--- config.mk ---
export PLATFORM = sky130hd
export DESIGN_NAME = spi_dual_engine
export DESIGN_NICKNAME = d
export VERILOG_FILES = /design/src/rtl/spi_pkg.sv /design/src/rtl/spi_sync.sv /design/src/rtl/spi_baud.sv /design/src/rtl/spi_shifter.sv /design/src/rtl/spi_dual_engine.sv
export SDC_FILE = /design/constraint.sdc
export NUM_CORES = 1
export LEC_CHECK = 0
export BUFFER_PORTS_ARGS = -buffer_cell sky130_fd_sc_hd__buf_2
export CAP_MARGIN = 40
export CORE_MARGIN = 4
export CORE_UTILIZATION = 35
export CTS_BUF_LIST = sky130_fd_sc_hd__clkbuf_8
export DETAILED_ROUTE_END_ITERATION = 12
export GPL_TIMING_DRIVEN = 1
export REMOVE_ABC_BUFFERS = 1
export SLEW_MARGIN = 40
export SYNTH_ARGS = -nofsm -noshare
export SYNTH_HDL_FRONTEND = slang
export SYNTH_SLANG_ARGS = --single-unit
--- constraint.sdc ---
create_clock -name clk -period 2.44 [get_ports clk]
set_input_delay 0.122 -clock clk [delete_from_list [all_inputs] [get_ports clk]]
set_output_delay 0.122 -clock clk [all_outputs]
set_load 0.1 [all_outputs]
--- src/rtl/spi_pkg.sv ---
package spi_pkg;

  typedef enum logic [2:0] {
    ST_IDLE  = 3'd0,
    ST_MRUN  = 3'd1,
    ST_MTAIL = 3'd2,
    ST_SARM  = 3'd3,
    ST_SACT  = 3'd4
  } spi_state_e;

  localparam int SYNC_STAGES = 2;

endpackage

--- src/rtl/spi_sync.sv ---
module spi_sync #(
  parameter int WIDTH  = 3,
  parameter int STAGES = 2
) (
  input  logic             clk,
  input  logic             rst_n,
  input  logic [WIDTH-1:0] d_i,
  output logic [WIDTH-1:0] q_o
);

  for (genvar b = 0; b < WIDTH; b++) begin : g_bit
    logic [STAGES-1:0] chain;
    always_ff @(posedge clk or negedge rst_n) begin
      if (!rst_n) chain <= '0;
      else        chain <= {chain[STAGES-2:0], d_i[b]};
    end
    assign q_o[b] = chain[STAGES-1];
  end

endmodule

--- src/rtl/spi_baud.sv ---
module spi_baud #(
  parameter int DIV_W = 8
) (
  input  logic             clk,
  input  logic             rst_n,
  input  logic             run,
  input  logic [DIV_W-1:0] div,
  output logic             tick
);

  logic [DIV_W-1:0] cnt;

  assign tick = run && (cnt == div);

  always_ff @(posedge clk or negedge rst_n) begin
    if (!rst_n)            cnt <= '0;
    else if (!run || tick) cnt <= '0;
    else                   cnt <= cnt + 1'b1;
  end

endmodule

--- src/rtl/spi_shifter.sv ---
module spi_shifter #(
  parameter int DATA_W = 16
) (
  input  logic              clk,
  input  logic              rst_n,
  input  logic              load,
  input  logic [DATA_W-1:0] load_data,
  input  logic              wide,
  input  logic              sample,
  input  logic              in_bit,
  input  logic              shift,
  output logic              out_bit,
  output logic [DATA_W-1:0] word_o
);

  localparam int HALF_W = DATA_W / 2;

  logic [DATA_W-1:0] sh;
  logic              held;

  always_ff @(posedge clk or negedge rst_n) begin
    if (!rst_n) begin
      sh   <= '0;
      held <= 1'b0;
    end else begin
      if (load)       sh <= load_data;
      else if (shift) sh <= {sh[DATA_W-2:0], held};
      if (sample)     held <= in_bit;
    end
  end

  assign out_bit = wide ? sh[DATA_W-1] : sh[HALF_W-1];
  assign word_o  = wide ? {sh[DATA_W-2:0], in_bit}
                        : {{HALF_W{1'b0}}, sh[HALF_W-2:0], in_bit};

endmodule

--- src/rtl/spi_dual_engine.sv ---
module spi_dual_engine
  import spi_pkg::*;
#(
  parameter int DATA_W = 16,
  parameter int DIV_W  = 8
) (
  input  logic              clk,
  input  logic              rst_n,
  input  logic              cfg_master,
  input  logic              cfg_wide,
  input  logic [DIV_W-1:0]  cfg_div,
  input  logic              cfg_ssel_pol,
  input  logic              tx_valid,
  output logic              tx_ready,
  input  logic [DATA_W-1:0] tx_data,
  output logic              rx_valid,
  output logic [DATA_W-1:0] rx_data,
  output logic              collision,
  input  logic              sclk_i,
  output logic              sclk_o,
  output logic              sclk_oe,
  input  logic              mosi_i,
  output logic              mosi_o,
  output logic              mosi_oe,
  input  logic              miso_i,
  output logic              miso_o,
  output logic              miso_oe,
  input  logic              ssel_i,
  output logic              ssel_o,
  output logic              ssel_oe
);

  localparam int HALF_W = DATA_W / 2;
  localparam int CNT_W  = $clog2(DATA_W);

  spi_state_e       st;
  logic             sclk_r;
  logic             sclk_q;
  logic [CNT_W-1:0] bitcnt;
  logic [CNT_W-1:0] last_idx;
  logic [2:0]       pins_raw;
  logic [2:0]       pins_s;
  logic             ssel_s, sclk_s, mosi_s;
  logic             act_sel;
  logic             accept;
  logic             m_busy, tick;
  logic             m_rise, m_fall, s_rise, s_fall;
  logic             do_sample, do_shift, in_bit, out_bit, is_last;
  logic [DATA_W-1:0] word_now;

  assign pins_raw = {ssel_i, sclk_i, mosi_i};

  spi_sync #(.WIDTH(3), .STAGES(SYNC_STAGES)) u_sync (
    .clk   (clk),
    .rst_n (rst_n),
    .d_i   (pins_raw),
    .q_o   (pins_s)
  );

  assign ssel_s  = pins_s[2];
  assign sclk_s  = pins_s[1];
  assign mosi_s  = pins_s[0];
  assign act_sel = (ssel_s == cfg_ssel_pol);

  assign m_busy   = (st == ST_MRUN) || (st == ST_MTAIL);
  assign tx_ready = (st == ST_IDLE);
  assign accept   = tx_valid && tx_ready;

  spi_baud #(.DIV_W(DIV_W)) u_baud (
    .clk   (clk),
    .rst_n (rst_n),
    .run   (m_busy),
    .div   (cfg_div),
    .tick  (tick)
  );

  assign m_rise = (st == ST_MRUN) && !act_sel && tick && !sclk_r;
  assign m_fall = (st == ST_MRUN) && !act_sel && tick &&  sclk_r;
  assign s_rise = (st == ST_SACT) && act_sel && sclk_s && !sclk_q;
  assign s_fall = (st == ST_SACT) && act_sel && !sclk_s && sclk_q;

  assign do_sample = m_rise || s_rise;
  assign do_shift  = m_fall || s_fall;
  assign in_bit    = (st == ST_MRUN) ? miso_i : mosi_s;
  assign last_idx  = cfg_wide ? CNT_W'(DATA_W - 1) : CNT_W'(HALF_W - 1);
  assign is_last   = (bitcnt == last_idx);

  spi_shifter #(.DATA_W(DATA_W)) u_shift (
    .clk       (clk),
    .rst_n     (rst_n),
    .load      (accept),
    .load_data (tx_data),
    .wide      (cfg_wide),
    .sample    (do_sample),
    .in_bit    (in_bit),
    .shift     (do_shift),
    .out_bit   (out_bit),
    .word_o    (word_now)
  );

  always_ff @(posedge clk or negedge rst_n) begin
    if (!rst_n) sclk_q <= 1'b0;
    else        sclk_q <= sclk_s;
  end

  always_ff @(posedge clk or negedge rst_n) begin
    if (!rst_n) begin
      st        <= ST_IDLE;
      sclk_r    <= 1'b0;
      bitcnt    <= '0;
      rx_valid  <= 1'b0;
      rx_data   <= '0;
      collision <= 1'b0;
    end else begin
      rx_valid <= 1'b0;
      case (st)
        ST_IDLE: begin
          sclk_r <= 1'b0;
          bitcnt <= '0;
          if (accept) begin
            if (cfg_master && act_sel) begin
              collision <= 1'b1;
            end else begin
              collision <= 1'b0;
              st        <= cfg_master ? ST_MRUN : ST_SARM;
            end
          end
        end
        ST_MRUN: begin
          if (act_sel) begin
            collision <= 1'b1;
            sclk_r    <= 1'b0;
            st        <= ST_IDLE;
          end else if (m_rise) begin
            sclk_r <= 1'b1;
            if (is_last) begin
              rx_valid <= 1'b1;
              rx_data  <= word_now;
              st       <= ST_MTAIL;
            end else begin
              bitcnt <= bitcnt + 1'b1;
            end
          end else if (m_fall) begin
            sclk_r <= 1'b0;
          end
        end
        ST_MTAIL: begin
          if (act_sel) begin
            collision <= 1'b1;
            sclk_r    <= 1'b0;
            st        <= ST_IDLE;
          end else if (tick) begin
            sclk_r <= 1'b0;
            st     <= ST_IDLE;
          end
        end
        ST_SARM: begin
          bitcnt <= '0;
          if (act_sel) st <= ST_SACT;
        end
        ST_SACT: begin
          if (!act_sel) begin
            st <= ST_IDLE;
          end else if (s_rise) begin
            if (is_last) begin
              rx_valid <= 1'b1;
              rx_data  <= word_now;
              st       <= ST_IDLE;
            end else begin
              bitcnt <= bitcnt + 1'b1;
            end
          end
        end
        default: st <= ST_IDLE;
      endcase
    end
  end

  assign sclk_o  = sclk_r;
  assign sclk_oe = m_busy;
  assign mosi_o  = out_bit;
  assign mosi_oe = m_busy;
  assign ssel_o  = m_busy ? cfg_ssel_pol : ~cfg_ssel_pol;
  assign ssel_oe = m_busy;
  assign miso_o  = out_bit;
  assign miso_oe = (st == ST_SACT);

endmodule

==> impl_metrics.toml <==
[run_status]
status = "completed"

[pwr]
leakagePower_nw = 1.63
p_total_mw = 4.13
p_per_area_nw_per_um2 = 1190
vdd_drop_max_v = 0.000809

[job]
max_cap_viol_count = 0

[worst_setup_path]
reg2reg_to = "rx_data[10]$_DFFE_PN0P_"
cp_num_buf_inv = 1
worstPathRequired_ns = 2.70
start_kind = "flip-flop"
worstRegToRegCells = 6
crit_end = "rx_data[10]$_DFFE_PN0P_"
critical_path.max_fanout = 9
cp.depth = 6
worstPathArrival_ns = 2.51
startpoint = "u_baud.cnt[3]$_DFF_PN0_"
worstPathCellList = "xor2_1 -> nor4_4 -> and3_4 -> o21a_1 -> buf_4 -> mux2i_1"
critPathMaxStageDelay_ns = 0.42
crit_slowest_cell = "dfrtp_1"
end_kind = "flip-flop"
r2r_start = "u_baud.cnt[3]$_DFF_PN0_"
critical_path_class = "reg -> reg"
ff2ff_setup_slack_ns = 0.19
critPathTopFamily = "simple AND/OR/NAND/NOR gates"

[floorplanning]
fp.coreArea_sq_um = 7850
pin_count = 61
die_y_um = 98.5
die_x_um = 98.5
initial_core_util = 0.365
dieArea_sq_um = 9710
rows = 32

[drt]
wire_per_inst_um = 14.4
routed_wl_um = 6090
vias = 2079
viasPerCell = 4.93
first_pass_iters = 4
drt_iter0_drc = 114
drtAntennaViolNets = 0
drc = 0

[synthesis]
ys_seq_elements = 58
synthesis.area_sq_um = 2870
synth-seq-area-share = 0.506
synth_flop_cell = "dfrtp_1"
synth_warnings = 0
synth_top_area_frac = 0.506
synth_area_leaders = "dfrtp_1 (51%), mux2_2 (5.1%), xor2_1 (4.3%)"
synth_edf_count = 0
avgSynthCellArea_sq_um = 11.7
synth_cell_types = 53
synth_cells = 246
synthArstFlopShare = 1.00
synth_top_area_cell = "dfrtp_1"

[placed_design]
port_buffers = 60
place_area_sq_um = 3240
dp_slack_ns = 0.158
place_congestion = 0.844
place_inst = 401
hpwl_um = 4390

[timing]
min_period_ns = 2.25
fmax_mhz = 444
relSlewSlack = 0.558
report.final.slew_viol_count = 0
period_share = 0.923
holdWs_ns = 0.0892
hold_violations = 0
rsz0062_at_grt = "no"
setup_viol = 0
worst_pin_slew_ns = 0.664
fin_worst_skew_ns = 0.00944
fin_tns_setup_ns = 0
setup_ws_ns = 0.187

[global_route]
use_met2 = 0.204
grt_max_degree = 31
grt_usage = 0.130
gr-total-overflow = 0
grtUsageMet3 = 0.0283
grt_pass1_wl_um = 10100
grt_pass1_vias = 2093
grt-busiest-layer = "met2"
antenna_found_initial = 0
use_met1 = 0.173

[clock_network]
clock-sinks = 58
clockRootBuffer = "clkbuf_8"
cts_tree = "built"
clk_latency_ns = 0.33
clk_pin_slew_ns = 0.07
clk_path_buf_depth = 2
cts_made_buffers = 9
h-tree-depth = 3

[layout]
antenna_cells = 0
fin_util = 0.444
final_common_cell = "buf_2"
final_cell_mix = "buf_2 (60), dfrtp_1 (58), nor2_1 (18)"
final_area_sq_um = 3490
fin_nets = 351
fin_cells = 422
drive_gt1_frac = 0.344
area_growth_pct = 21.6

[worst_hold_path]
hold_class = "in -> reg"
worst register-to-register path, stage by stage, from the launching register on:
cell     delay (ns)
dfrtp_1        0.42
xor2_1         0.18
nor4_4         0.38
and3_4         0.27
o21a_1         0.41
buf_4          0.30
mux2i_1        0.22
sequential cells by signal (all words and copies together), names as in the netlist:
name	count
u_shift.sh	16
u_shift.held	1
bitcnt	4
rx_valid	1
rx_data	16
sclk_o	1
collision	1
u_baud.cnt	8
st	3
sclk_q	1
u_sync.g_bit.chain	6
power by group:
group / switching [mW] / internal [mW]
Combinational: 1.36 / 0.554
Sequential: 0.170 / 1.17
Clock: 0.393 / 0.492
Total: 1.92 / 2.21
cells in the mapped netlist, types with 2 or more instances:
cell type,number
dfrtp_1,58
nor2_1,18
nand2_1,16
nand2b_1,15
xor2_1,14
mux2_2,13
inv_1,12
nand3_1,10
mux2i_1,8
o221a_1,8
o221a_2,7
and3_1,5
xnor2_1,5
buf_2,4
buf_6,4
a21oi_1,3
buf_4,3
and2_1,2
ha_1,2
nand4_1,2
nor3_1,2
nor4_4,2
o21a_1,2
or3_1,2
kinds of logic (layout without fill, tap and decap cells):
group | after synthesis | in the layout | synth area share
AND/OR/NAND/NOR | 84 | 84 | 0.171
flip-flops | 58 | 58 | 0.506
AO/OA/AOI/OAI | 35 | 35 | 0.112
buffers and inverters | 25 | 99 | 0.0545
multiplexers | 22 | 22 | 0.0842
XOR/XNOR | 20 | 20 | 0.0637
adder cells (fa/ha/maj) | 2 | 2 | 0.00872
worst min path at each step:
stage / startpoint / to / slack [ns] / cells past startpoint
3_3_place_gp: rst_n / u_baud.cnt[4]$_DFF_PN0_ / 0.20 / 1
4_1_cts: tx_data[0] / u_shift.sh[0]$_DFFE_PN0P_ / 0.08 / 2
3_5_place_dp: rst_n / u_baud.cnt[4]$_DFF_PN0_ / 0.19 / 1
6_report: tx_data[0] / u_shift.sh[0]$_DFFE_PN0P_ / 0.09 / 2
5_1_grt: tx_data[0] / u_shift.sh[0]$_DFFE_PN0P_ / 0.09 / 2
2_1_floorplan: rst_n / bitcnt[0]$_DFFE_PN0P_ / -0.17 / 0
what timing repair did:
action                    CTS  global route
hold buffers                5             0
setup buffers               0             0
gates resized for setup     0             0
hold endpoints to repair   32             0
area by class of cell:
class / instances / area (sq um)
multi-input cells: 163 / 1260
repair buffers: 71 / 408
inverters: 12 / 45.0
fillers: 775 / 4360
clock buffers: 10 / 138
flip-flops and latches: 58 / 1450
well taps: 102 / 128
clock inverters: 6 / 57.6
per-layer routing:
metal	vias up	routed length, um
met1	1011	2830
met5	-	0
met2	42	2930
met4	0	122
met3	11	210
li1	1015	-
Note: power is estimated with default switching activity, not from simulation.
